===== src/rtl/ubt_pkg.sv =====
package ubt_pkg;
    localparam int unsigned WORD_W = 17;

    typedef struct packed {
        logic [WORD_W-1:0] word;
        logic              pclk_seen;
    } cell_state_t;
endpackage


===== src/rtl/ubt_cell.sv =====
module ubt_cell #(
    parameter int unsigned W = 17
) (
    input  logic         clk,
    input  logic         rst_n,
    input  logic [W-1:0] din,
    input  logic         le,
    input  logic         pclk,
    input  logic         ce_n,
    input  logic         oe_n,
    output logic [W-1:0] dout,
    output logic         drv
);
    typedef struct packed {
        logic [W-1:0] word;
        logic         pclk_seen;
    } st_t;

    st_t st_d, st_q;
    logic rise;

    always_comb begin
        st_d           = st_q;
        st_d.pclk_seen = pclk;
        rise           = pclk && !st_q.pclk_seen;
        if (le) begin
            st_d.word = din;
        end else if (!ce_n && rise) begin
            st_d.word = din;
        end
    end

    always_ff @(posedge clk or negedge rst_n) begin
        if (!rst_n) begin
            st_q <= '0;
        end else begin
            st_q <= st_d;
        end
    end

    assign dout = le ? din : st_q.word;
    assign drv  = !oe_n;


    transparent_store_chk: assert property (@(posedge clk) disable iff (!rst_n)
        le |=> st_q.word == $past(din));


    hold_no_edge_chk: assert property (@(posedge clk) disable iff (!rst_n)
        (!le && !(pclk && !st_q.pclk_seen)) |=> $stable(st_q.word));


    edge_capture_chk: assert property (@(posedge clk) disable iff (!rst_n)
        (!le && !ce_n && pclk && !st_q.pclk_seen) |=> st_q.word == $past(din));


    gated_edge_chk: assert property (@(posedge clk) disable iff (!rst_n)
        (!le && ce_n) |=> $stable(st_q.word));
endmodule


===== src/rtl/ubt_clkfwd.sv =====
module ubt_clkfwd #(
    parameter int unsigned N = 2
) (
    input  logic [N-1:0] ck_in,
    output logic [N-1:0] ck_out
);
    for (genvar i = 0; i < N; i++) begin : g_buf
        assign ck_out[i] = ck_in[i];
    end
endmodule


===== src/rtl/ubt_transceiver.sv =====
module ubt_transceiver
    import ubt_pkg::*;
#(
    parameter int unsigned W = WORD_W
) (
    input  logic         clk,
    input  logic         rst_n,
    input  logic [W-1:0] a_in,
    output logic [W-1:0] a_out,
    output logic         a_drv,
    input  logic [W-1:0] b_in,
    output logic [W-1:0] b_out,
    output logic         b_drv,
    input  logic         ab_oe_n,
    input  logic         ab_le,
    input  logic         ab_clk,
    input  logic         ab_ce_n,
    input  logic         ba_oe_n,
    input  logic         ba_le,
    input  logic         ba_clk,
    input  logic         ba_ce_n,
    input  logic         rclk_in,
    output logic         ab_clk_copy,
    output logic         rclk_out
);
    localparam int unsigned NDIR = 2;

    logic [NDIR-1:0][W-1:0] din_v, dout_v;
    logic [NDIR-1:0]        le_v, pclk_v, ce_v, oe_v, drv_v;

    assign din_v  = {b_in,    a_in};
    assign le_v   = {ba_le,   ab_le};
    assign pclk_v = {ba_clk,  ab_clk};
    assign ce_v   = {ba_ce_n, ab_ce_n};
    assign oe_v   = {ba_oe_n, ab_oe_n};

    for (genvar d = 0; d < NDIR; d++) begin : g_dir
        ubt_cell #(.W(W)) u_cell (
            .clk  (clk),
            .rst_n(rst_n),
            .din  (din_v[d]),
            .le   (le_v[d]),
            .pclk (pclk_v[d]),
            .ce_n (ce_v[d]),
            .oe_n (oe_v[d]),
            .dout (dout_v[d]),
            .drv  (drv_v[d])
        );
    end

    assign b_out = dout_v[0];
    assign b_drv = drv_v[0];
    assign a_out = dout_v[1];
    assign a_drv = drv_v[1];

    logic [1:0] ck_fw;
    ubt_clkfwd #(.N(2)) u_clkfwd (
        .ck_in ({rclk_in, ab_clk}),
        .ck_out(ck_fw)
    );
    assign ab_clk_copy = ck_fw[0];
    assign rclk_out    = ck_fw[1];
endmodule


===== config.mk =====
export PLATFORM = sky130hd
export DESIGN_NAME = ubt_transceiver
export DESIGN_NICKNAME = d
export VERILOG_FILES = /design/src/rtl/ubt_pkg.sv /design/src/rtl/ubt_cell.sv /design/src/rtl/ubt_clkfwd.sv /design/src/rtl/ubt_transceiver.sv
export SDC_FILE = /design/constraint.sdc
export NUM_CORES = 1
export LEC_CHECK = 0
export ABC_AREA = 1
export BUFFER_PORTS_ARGS = -buffer_cell sky130_fd_sc_hd__clkbuf_2
export CAP_MARGIN = 5
export CORE_UTILIZATION = 44
export CTS_CLUSTER_SIZE = 40
export DETAILED_ROUTE_END_ITERATION = 7
export PLACE_DENSITY = 0.71
export SLEW_MARGIN = 30
export SYNTH_ARGS = -nofsm -noshare
export SYNTH_HDL_FRONTEND = slang
export SYNTH_SLANG_ARGS = --single-unit

===== constraint.sdc =====
create_clock -name clk -period 1.5 [get_ports clk]
set_clock_uncertainty 0.2 [all_clocks]
set_input_delay 0.15 -clock clk [delete_from_list [all_inputs] [get_ports clk]]
set_output_delay 0.15 -clock clk [all_outputs]
set_load 0.02 [all_outputs]

# Word level (Yosys, flattened, before mapping)
# Cells that the tools add are included.
[totals]
wordCells = 22
reg_bits = 36
inputBits = 45
output_inout_bits = 38
[op_classes]
mux = 6
n_reduce_logical = 12
[ops]
columns = ["op", "count"]
rows = [
  ["$mux 17", 6],
  ["$logic_not 1->1", 6],
  ["$logic_and 1x1->1", 4],
  ["$reduce_bool 2->1", 2],
]

# Logic depth before layout (Yosys ltp)
# Gate-level depths: netlist of the first run.
[logic_depth]
word_depth = 5
depth_mapped = 6
mapped_depth_nobuf = 5

# Modules after synthesis
# Synthesis of the first run repeated with hierarchy kept, for this count alone.
[hier_totals]
cells_unflattened = 268
area_unflattened_um2 = 1931.9
[by_module_without_submodules]
columns = ["mod", "n_inst", "seq_area_each_um2", "cells_per_inst", "area_each_um2"]
rows = [
  ["ubt_cell", 2, 450.4, 133, 958.4],
  ["ubt_clkfwd", 1, 0.0, 2, 15.0],
]

# Least setup slack after synthesis of the first run
# No wires, ideal clock.
[synth_path]
path_kind = "register to register"
start = "reg g_dir[0].u_cell.st_q[0] (netlist name)"
end = "reg g_dir[0].u_cell.st_q[16] (netlist name)"
setup_time_ns = 0.116
arrival_ns = 0.826
slack_ns = 0.357
required_time_ns = 1.184
synth_period_minus_slack_ns = 1.143
n_path_buf = 1
path_stages_with_launch = 6
cell_sequence = "dfrtp_1 -> inv_2 -> nand3_4 -> buf_4 -> nand3_1 -> nand2_1"
[synth_between]
elab_chain_len = 4
[synth_rtl]
columns = ["element", "line", "text"]
rows = [
  ["from (decl)", "ubt_cell.sv:19", "st_t st_d, st_q;"],
  ["from (signal assigned)", "ubt_cell.sv:37", "st_q <= st_d;"],
  ["$logic_not 1->1", "ubt_cell.sv:25", "rise = pclk && !st_q.pclk_seen;"],
  ["$logic_and 1x1->1", "ubt_cell.sv:25", ""],
  ["$logic_and 1x1->1", "ubt_cell.sv:28", "end else if (!ce_n && rise) begin"],
  ["$reduce_bool 2->1 (no source line)", "-", ""],
]
# No other way between the ends.
# A chain may end at the register's enable or synchronous reset.

# Worst setup path in the final report of the first run
[layout_path]
start = "in b_in[10]"
end = "out a_out[10]"
[layout_between]
elab_chain_len = 1
[layout_rtl]
columns = ["element", "line", "text"]
rows = [
  ["from (decl)", "ubt_transceiver.sv:11", "input logic [W-1:0] b_in,"],
  ["$mux 17", "ubt_cell.sv:41", "assign dout = le ? din : st_q.word;"],
  ["to (decl)", "ubt_transceiver.sv:9", "output logic [W-1:0] a_out,"],
]
# No other way between the ends.

==> summary.md, run 1 <==
| Metric | Value |
|---|---|
| Layout Nets | `about 420` |
| Syn Area/Cell | `7.573 um2` |
| Vias in the first global route | `1,894` |
| Starting DRT DRC Count | `about 160` |
| Clock network fraction of design power | `between 20 and 30%` |
| Worst hold slack | `0.1000 ns` |
| Ant diodes | `0` |
| Setup Viol. Count Final | `0` |
| Crit path launch type | `input pin` |
| Gate power share | `26.5%` |
| Clk buf depth | `2` |
| Layout cell share with drive strength beyond 1 | `31.48%` |
| Initial antenna violation count | `0` |
| Delay-heaviest family, CP | `buffers and inverters` |
| Gr ovfl total | `0` |
| Biggest register | `g_dir.u_cell.st_q` |
| Final weighted congestion in routability-driven placement | `0.7365` |
| Placed cell count | `around 390` |
| CP bufs+invs | `3` |
| Flop pwr share | `44.3%` |
| Seq/Total Area, Yosys | `44.39%` |
| Lkg Pwr | `1.639 nW` |
| Area delta synth->final | `39.89%` |
| Row count | `24` |
| Fillcell total | `403` |
| P_sw | `0.7714 mW` |
| Post-route ant nets | `0` |
| # DRC | `0` |
| Worst-skew pair later-pin latency | `0.28 ns` |
| Min Clock Period, post-route | `1.445 ns` |
| Syn Inst Count | `around 270` |
| Wire per inst | `10.74 um` |
| Synth Net Count | `roughly 310` |
| Leading registers by flop count | `g_dir.u_cell.st_q x36` |
| Slowest CP cell | `dlygate4sd3_1` |
| CTS tree | `built` |
| Yosys Warn Count | `0` |
| DRT Pass-1 Iters | `4` |
| DR vias/cell | `4.577` |
| VDD IR max | `between 0.0005 and 0.0006 V` |
| H-tree levels | `2` |
| Critical R2R Launch | `g_dir[1].u_cell.st_q[0]$_DFF_PN0_` |
| Dpl ws | `0.2197 ns` |
| Post-Route WL | `4619 um` |
| Unrepaired setup endpoints after global routing | `no` |
| CP peak stage delay | `0.54 ns` |
| Hold wc startpoint | `rclk_in` |
| Final worst slack | `0.05480 ns` |
| Root buf cell | `clkbuf_8` |
| Die X | `69.92 um` |
| Int Pwr | `1.748 mW` |
| Starting density of the core | `46.29%` |
| Crit Path Max Fanout | `2` |
| Status | `finished clean` |
| Die Y | `69.92 um` |
| Worst Path Class, Setup | `input pin to output pin` |
| Core Region | `4384 um2` |
| WP data required | `about 1.2 ns` |
| Postcts setup bufs | `0` |
| Flip-flop count of the largest register after layout | `36` |
| Worst Tran Pin Value | `0.2617 ns` |
| PwrDens | `887.3 nW/um2` |
| Switch share | `30.62%` |
| Via count | `slightly below 2,000` |
| Hold Violations, Final | `0` |
| Worst-path cell chain | `dlygate4sd3_1 -> clkbuf_2 -> nand2_1 -> nand2_1 -> clkbuf_2` |
| Fmax | `slightly below 700 MHz` |
| DP HPWL | `2973 um` |
| GRT Total Usage | `20.53%` |
| Hold Crit Class | `input pin to output pin` |
| Post-Layout Cell Count | `430` |
| Total CTS buffers | `5` |
| CP arrival | `1.10 ns` |
| Max-slew violations | `0` |
| Clk sinks | `36` |
| CP Launch Point | `b_in[10]` |
| Number of distinct library cells after synthesis | `13` |
| Period utilisation layout | `96.35%` |
| Total power | `between 2 and 3 mW` |
| Critical path capture point type | `output pin` |
| Max cap viols | `0` |
| I/O Buffers | `80` |
| Worst slew margin | `82.54%` |
| Die area | `~4900 um2` |
| Setup TNS | `0 ns` |
| # IOs | `83` |
| Syn Std Cell Area | `slightly above 2000 um2` |
| Pin count of the biggest net entering global routing | `37` |
| FF+latch count, synth | `36` |
| First-pass GRT wire length | `8066 um` |
## layer usage
| layer | GRT usage (%) | wire (um) | vias up |
|---|---|---|---|
| li1 | - | - | 1039 |
| met1 | 25.16 | 2091 | 881 |
| met2 | 35.58 | 2290 | 43 |
| met3 | 3.463 | 172 | 5 |
| met4 | 8.667 | 65 | 0 |
| met5 | 0 | 0 | - |
## worst reg2reg max path, delay by kind of cell (launching register included)
family	cells	cell delay, ns
flip-flops	1	0.38
buffers and inverters	1	0.06
AND/OR/NAND/NOR	4	0.57
## per-stage QoR
step | instance area, um2 | utilization (%)
6_report | 2839 | 64.75
2_1_floorplan | 2029 | -
3_5_place_dp | 2375 | 54.17
5_1_grt | 2839 | 64.75
3_3_place_gp | 2375 | 54.17
4_1_cts | 2841 | 64.81
## power groups by stage
stage          logic (mW)  registers, mW  clock network, mW
5_1_grt             0.745           1.13              0.794
3_5_place_dp        0.599           1.13                  0
2_1_floorplan       0.416           1.12                  0
4_1_cts             0.674           1.12              0.756
3_3_place_gp        0.591           1.13                  0
6_report            0.668           1.12              0.736
## timing repair
action	in CTS	in global routing
endpoints found under the hold margin	72	0
gates resized for setup	0	4
hold buffers	37	0
setup endpoints to repair	0	3
## synthesized netlist by cell type
cell type  instances  share of area, %
inv_2              4              0.74
buf_12             2               2.0
buf_2              2              0.49
nand2_1          150                28
inv_1              2              0.37
buf_6              4               2.2
dfrtp_1           36                44
nand3_4            2               1.7
inv_6              2              0.86
nand2_2           20               6.2
buf_4              8               3.0
nand2_8            2               2.0
nand3_1           34               8.4
## cells in the final DEF (no fill, tap or decap)
| cell | count |
|---|---|
| buf_12 | 1 |
| buf_2 | 2 |
| buf_4 | 3 |
| clkbuf_2 | 76 |
| clkbuf_8 | 7 |
| dfrtp_1 | 36 |
| dlygate4sd3_1 | 37 |
| inv_1 | 2 |
| inv_2 | 4 |
| inv_6 | 2 |
| nand2_1 | 150 |
| nand2_2 | 20 |
| nand2_8 | 2 |
| nand3_1 | 34 |
| nand3_4 | 2 |
## cell families (layout without fill, tap and decap cells)
kind of cell	count (synthesis)	after routing	synth area share, %
buffers and inverters	24	134	9.618
and+or+nand+nor	208	208	45.99
DFF	36	36	44.39
## layout make-up
cell class / instances / area [um2] / area share [%]
inverter: 8 / 40.04 / 1.410
clock buffer: 7 / 96.34 / 3.394
multi-input combinational: 208 / 933.4 / 32.88
tap: 52 / 65.06 / 2.292
timing repair buffer: 119 / 803.3 / 28.29
sequential: 36 / 900.9 / 31.73
## final timing paths
| check | end | slack (ns) | cells after the start |
|---|---|---|---|
| setup / recovery | a_out[10] | 0.05 | 5 |
| hold / removal | rclk_out | 0.10 | 0 |
| setup reg to reg | g_dir[1].u_cell.st_q[17]$_DFFE_PN0P_ | 0.23 | 5 |
| hold reg to reg | g_dir[1].u_cell.st_q[12]$_DFFE_PN0P_ | 0.31 | 2 |
| max in group asynchronous | g_dir[1].u_cell.st_q[4]$_DFFE_PN0P_ | 0.74 | 3 |
| min in group asynchronous | g_dir[1].u_cell.st_q[13]$_DFFE_PN0P_ | 0.16 | 3 |
Note: power is estimated with default switching activity, not from simulation.
==> inputs of run 2 (changes only) <==
--- a/config.mk
+++ b/config.mk
@@ -9,8 +9,8 @@
 export BUFFER_PORTS_ARGS = -buffer_cell sky130_fd_sc_hd__clkbuf_2
 export CAP_MARGIN = 5
-export CORE_UTILIZATION = 44
+export CORE_UTILIZATION = 48
 export CTS_CLUSTER_SIZE = 40
 export DETAILED_ROUTE_END_ITERATION = 7
-export PLACE_DENSITY = 0.71
+export PLACE_DENSITY = 0.77
 export SLEW_MARGIN = 30
 export SYNTH_ARGS = -nofsm -noshare
==> constraint.sdc (replaced) <==
create_clock -name clk -period 1.5 [get_ports clk]
set_clock_uncertainty 0.2 [all_clocks]
set_input_delay 0.15 -clock clk [delete_from_list [all_inputs] [get_ports clk]]
set_output_delay 0.15 -clock clk [all_outputs]
set_load 0.005 [all_outputs]
==> run 2 against run 1 <==
Net effect:
- largest power group unchanged
- cell area rose by 0.22%
- via count is 3.3% higher
- critical endpoint is now b_out[16]
- power about the same
- sequential power hardly changed
- sequential share of layout area is 0.070 points lower
- final cell count grew 0.23%
==> summary.md, run 2 (same netlist as run 1, synthesis figures left out) <==
| Metric | Value |
|---|---|
| Status | `finished clean (unchanged)` |
| Hold-fix buffers, CTS | `37 (unchanged)` |
| First-pass GRT wire length | `7555 um (was 8066 um)` |
| DP HPWL | `2940 um (was 2973 um)` |
| Fmax | `705.5 MHz (was 691.9 MHz)` |
| Biggest register | `g_dir.u_cell.st_q (unchanged)` |
| Ant diodes | `0 (unchanged)` |
| Starting DRT DRC Count | `108 (was 157)` |
| Gr ovfl total | `0 (unchanged)` |
| # DRC | `0 (unchanged)` |
| Period utilisation layout | `94.49% (was 96.35%)` |
| Min Clock Period, post-route | `1.417 ns (was 1.445 ns)` |
| Postcts setup bufs | `0 (unchanged)` |
| Total CTS buffers | `5 (unchanged)` |
| Pin count of the biggest net entering global routing | `37 (unchanged)` |
| Vias in the first global route | `1,750 (was 1,894)` |
| Crit Path Max Fanout | `2 (unchanged)` |
| Max-slew violations | `0 (unchanged)` |
| DR vias/cell | `4.717 (was 4.577)` |
| Setup Viol. Count Final | `0 (unchanged)` |
| # IOs | `83 (unchanged)` |
| Worst Path Class, Setup | `input pin to output pin (unchanged)` |
| CP peak stage delay | `0.56 ns (was 0.54 ns)` |
| Max cap viols | `0 (unchanged)` |
| Die area | `4492 um2 (was 4888 um2)` |
| PwrDens | `885.2 nW/um2 (was 887.3 nW/um2)` |
| Starting density of the core | `50.37% (was 46.29%)` |
| Wire per inst | `11.25 um (was 10.74 um)` |
| Core Region | `4029 um2 (was 4384 um2)` |
| CP bufs+invs | `3 (unchanged)` |
| Worst slew margin | `69.87% (was 82.54%)` |
| Row count | `23 (was 24)` |
| Crit path launch type | `input pin (unchanged)` |
| Root buf cell | `clkbuf_8 (unchanged)` |
| Via count | `2,033 (was 1,968)` |
| Hold Crit Class | `input pin to output pin (unchanged)` |
| VDD IR max | `0.0007960 V (was 0.0005413 V)` |
| Worst-path cell chain | `dlygate4sd3_1 -> clkbuf_2 -> nand2_1 -> nand2_1 -> clkbuf_2 (unchanged)` |
| Slowest CP cell | `dlygate4sd3_1 (unchanged)` |
| Unrepaired setup endpoints after global routing | `no (unchanged)` |
| Commonest non-fill, non-tap cell in the layout | `nand2_1 (unchanged)` |
| Critical path capture point type | `output pin (unchanged)` |
| Layout cell share with drive strength beyond 1 | `31.76% (was 31.48%)` |
| Hold Violations, Final | `0 (unchanged)` |
| Layout Nets | `425 (was 423)` |
| Area delta synth->final | `40.20% (was 39.89%)` |
| Lkg Pwr | `1.647 nW (was 1.639 nW)` |
| Dpl ws | `0.2269 ns (was 0.2197 ns)` |
| R2R Setup Slk | `0.21 ns (was 0.23 ns)` |
| Leading registers by flop count | `g_dir.u_cell.st_q x36 (unchanged)` |
| Initial antenna violation count | `0 (unchanged)` |
| Flip-flop count of the largest register after layout | `36 (unchanged)` |
| Final core utilization | `70.62% (was 64.75%)` |
| CP arrival | `1.07 ns (was 1.10 ns)` |
| I/O Buffers | `80 (unchanged)` |
| Post-route ant nets | `0 (unchanged)` |
| H-tree levels | `2 (unchanged)` |
| Die X | `67.03 um (was 69.92 um)` |
| Clk buf depth | `2 (unchanged)` |
| WP data required | `1.15 ns (about the same)` |
| DRT Pass-1 Iters | `4 (unchanged)` |
| Setup TNS | `0 ns (unchanged)` |
| Post-CTS Resized | `0 (unchanged)` |
| Clk sinks | `36 (unchanged)` |
| Most frequent cells in the layout | `150 x nand2_1, 80 x clkbuf_2, 37 x dlygate4sd3_1 (was 150 x nand2_1, 76 x clkbuf_2, 37 x dlygate4sd3_1)` |
| Worst Tran Pin Value | `0.4520 ns (was 0.2617 ns)` |
| GRT Total Usage | `22.66% (was 20.53%)` |
| Die Y | `67.03 um (was 69.92 um)` |
| Final worst slack | `0.08266 ns (was 0.05480 ns)` |
| Post-Route WL | `4849 um (was 4619 um)` |
| Delay-heaviest family, CP | `buffers and inverters (unchanged)` |
| Worst-skew pair later-pin latency | `0.29 ns (was 0.28 ns)` |
| Fillcell total | `354 (was 403)` |
| CTS tree | `built (unchanged)` |
| Final weighted congestion in routability-driven placement | `0.7820 (was 0.7365)` |
run 2: power breakdown:
group,internal [mW],switching (mW)
sequential,1.06,0.0502
combinational,0.271,0.297
clock,0.493,0.344
run 2: routing by layer:
layer	up-vias	global-route usage, %	wire [um]	share of wire, %
met5	-	0	0	0
met1	912	25.78	2044	42
met3	16	4.623	172	3.5
met2	57	39.13	2458	51
met4	0	12.23	173	3.6
li1	1048	-	-	-
run 2: area by class of cell:
cell class              count  area (um2)  area share (%)
clock inverters             2       35.03           1.231
inverters                   8       40.04           1.407
flip-flops and latches     36       900.9           31.66
clock buffers               6       72.57           2.551
repair buffers            121       800.8           28.14
well taps                  50       62.56           2.199
multi-input cells         208       933.4           32.81
run 2: stage by stage:
step	instances	total power [mW]	hold slack (ns)	instance area [um2]
floorplan	268	1.427	-0.3456	2029
global placement	386	1.611	0.01678	2367
detailed placement	386	1.621	0.01631	2367
CTS	431	2.535	0.1001	2845
global route	431	2.656	0.1000	2845
finish	431	2.519	0.1001	2845
run 2: path summary, 6_finish.rpt:
check | from | endpoint | cells after the start
worst min-delay path | rclk_in | rclk_out | 0
worst max register to register | g_dir[1].u_cell.st_q[0]$_DFF_PN0_ | g_dir[1].u_cell.st_q[6]$_DFFE_PN0P_ | 5
max in group asynchronous | rst_n | g_dir[1].u_cell.st_q[6]$_DFFE_PN0P_ | 3
worst max-delay path | a_in[16] | b_out[16] | 5
worst min register to register | g_dir[0].u_cell.st_q[16]$_DFFE_PN0P_ | g_dir[0].u_cell.st_q[16]$_DFFE_PN0P_ | 2
min in group asynchronous | rst_n | g_dir[1].u_cell.st_q[13]$_DFFE_PN0P_ | 3
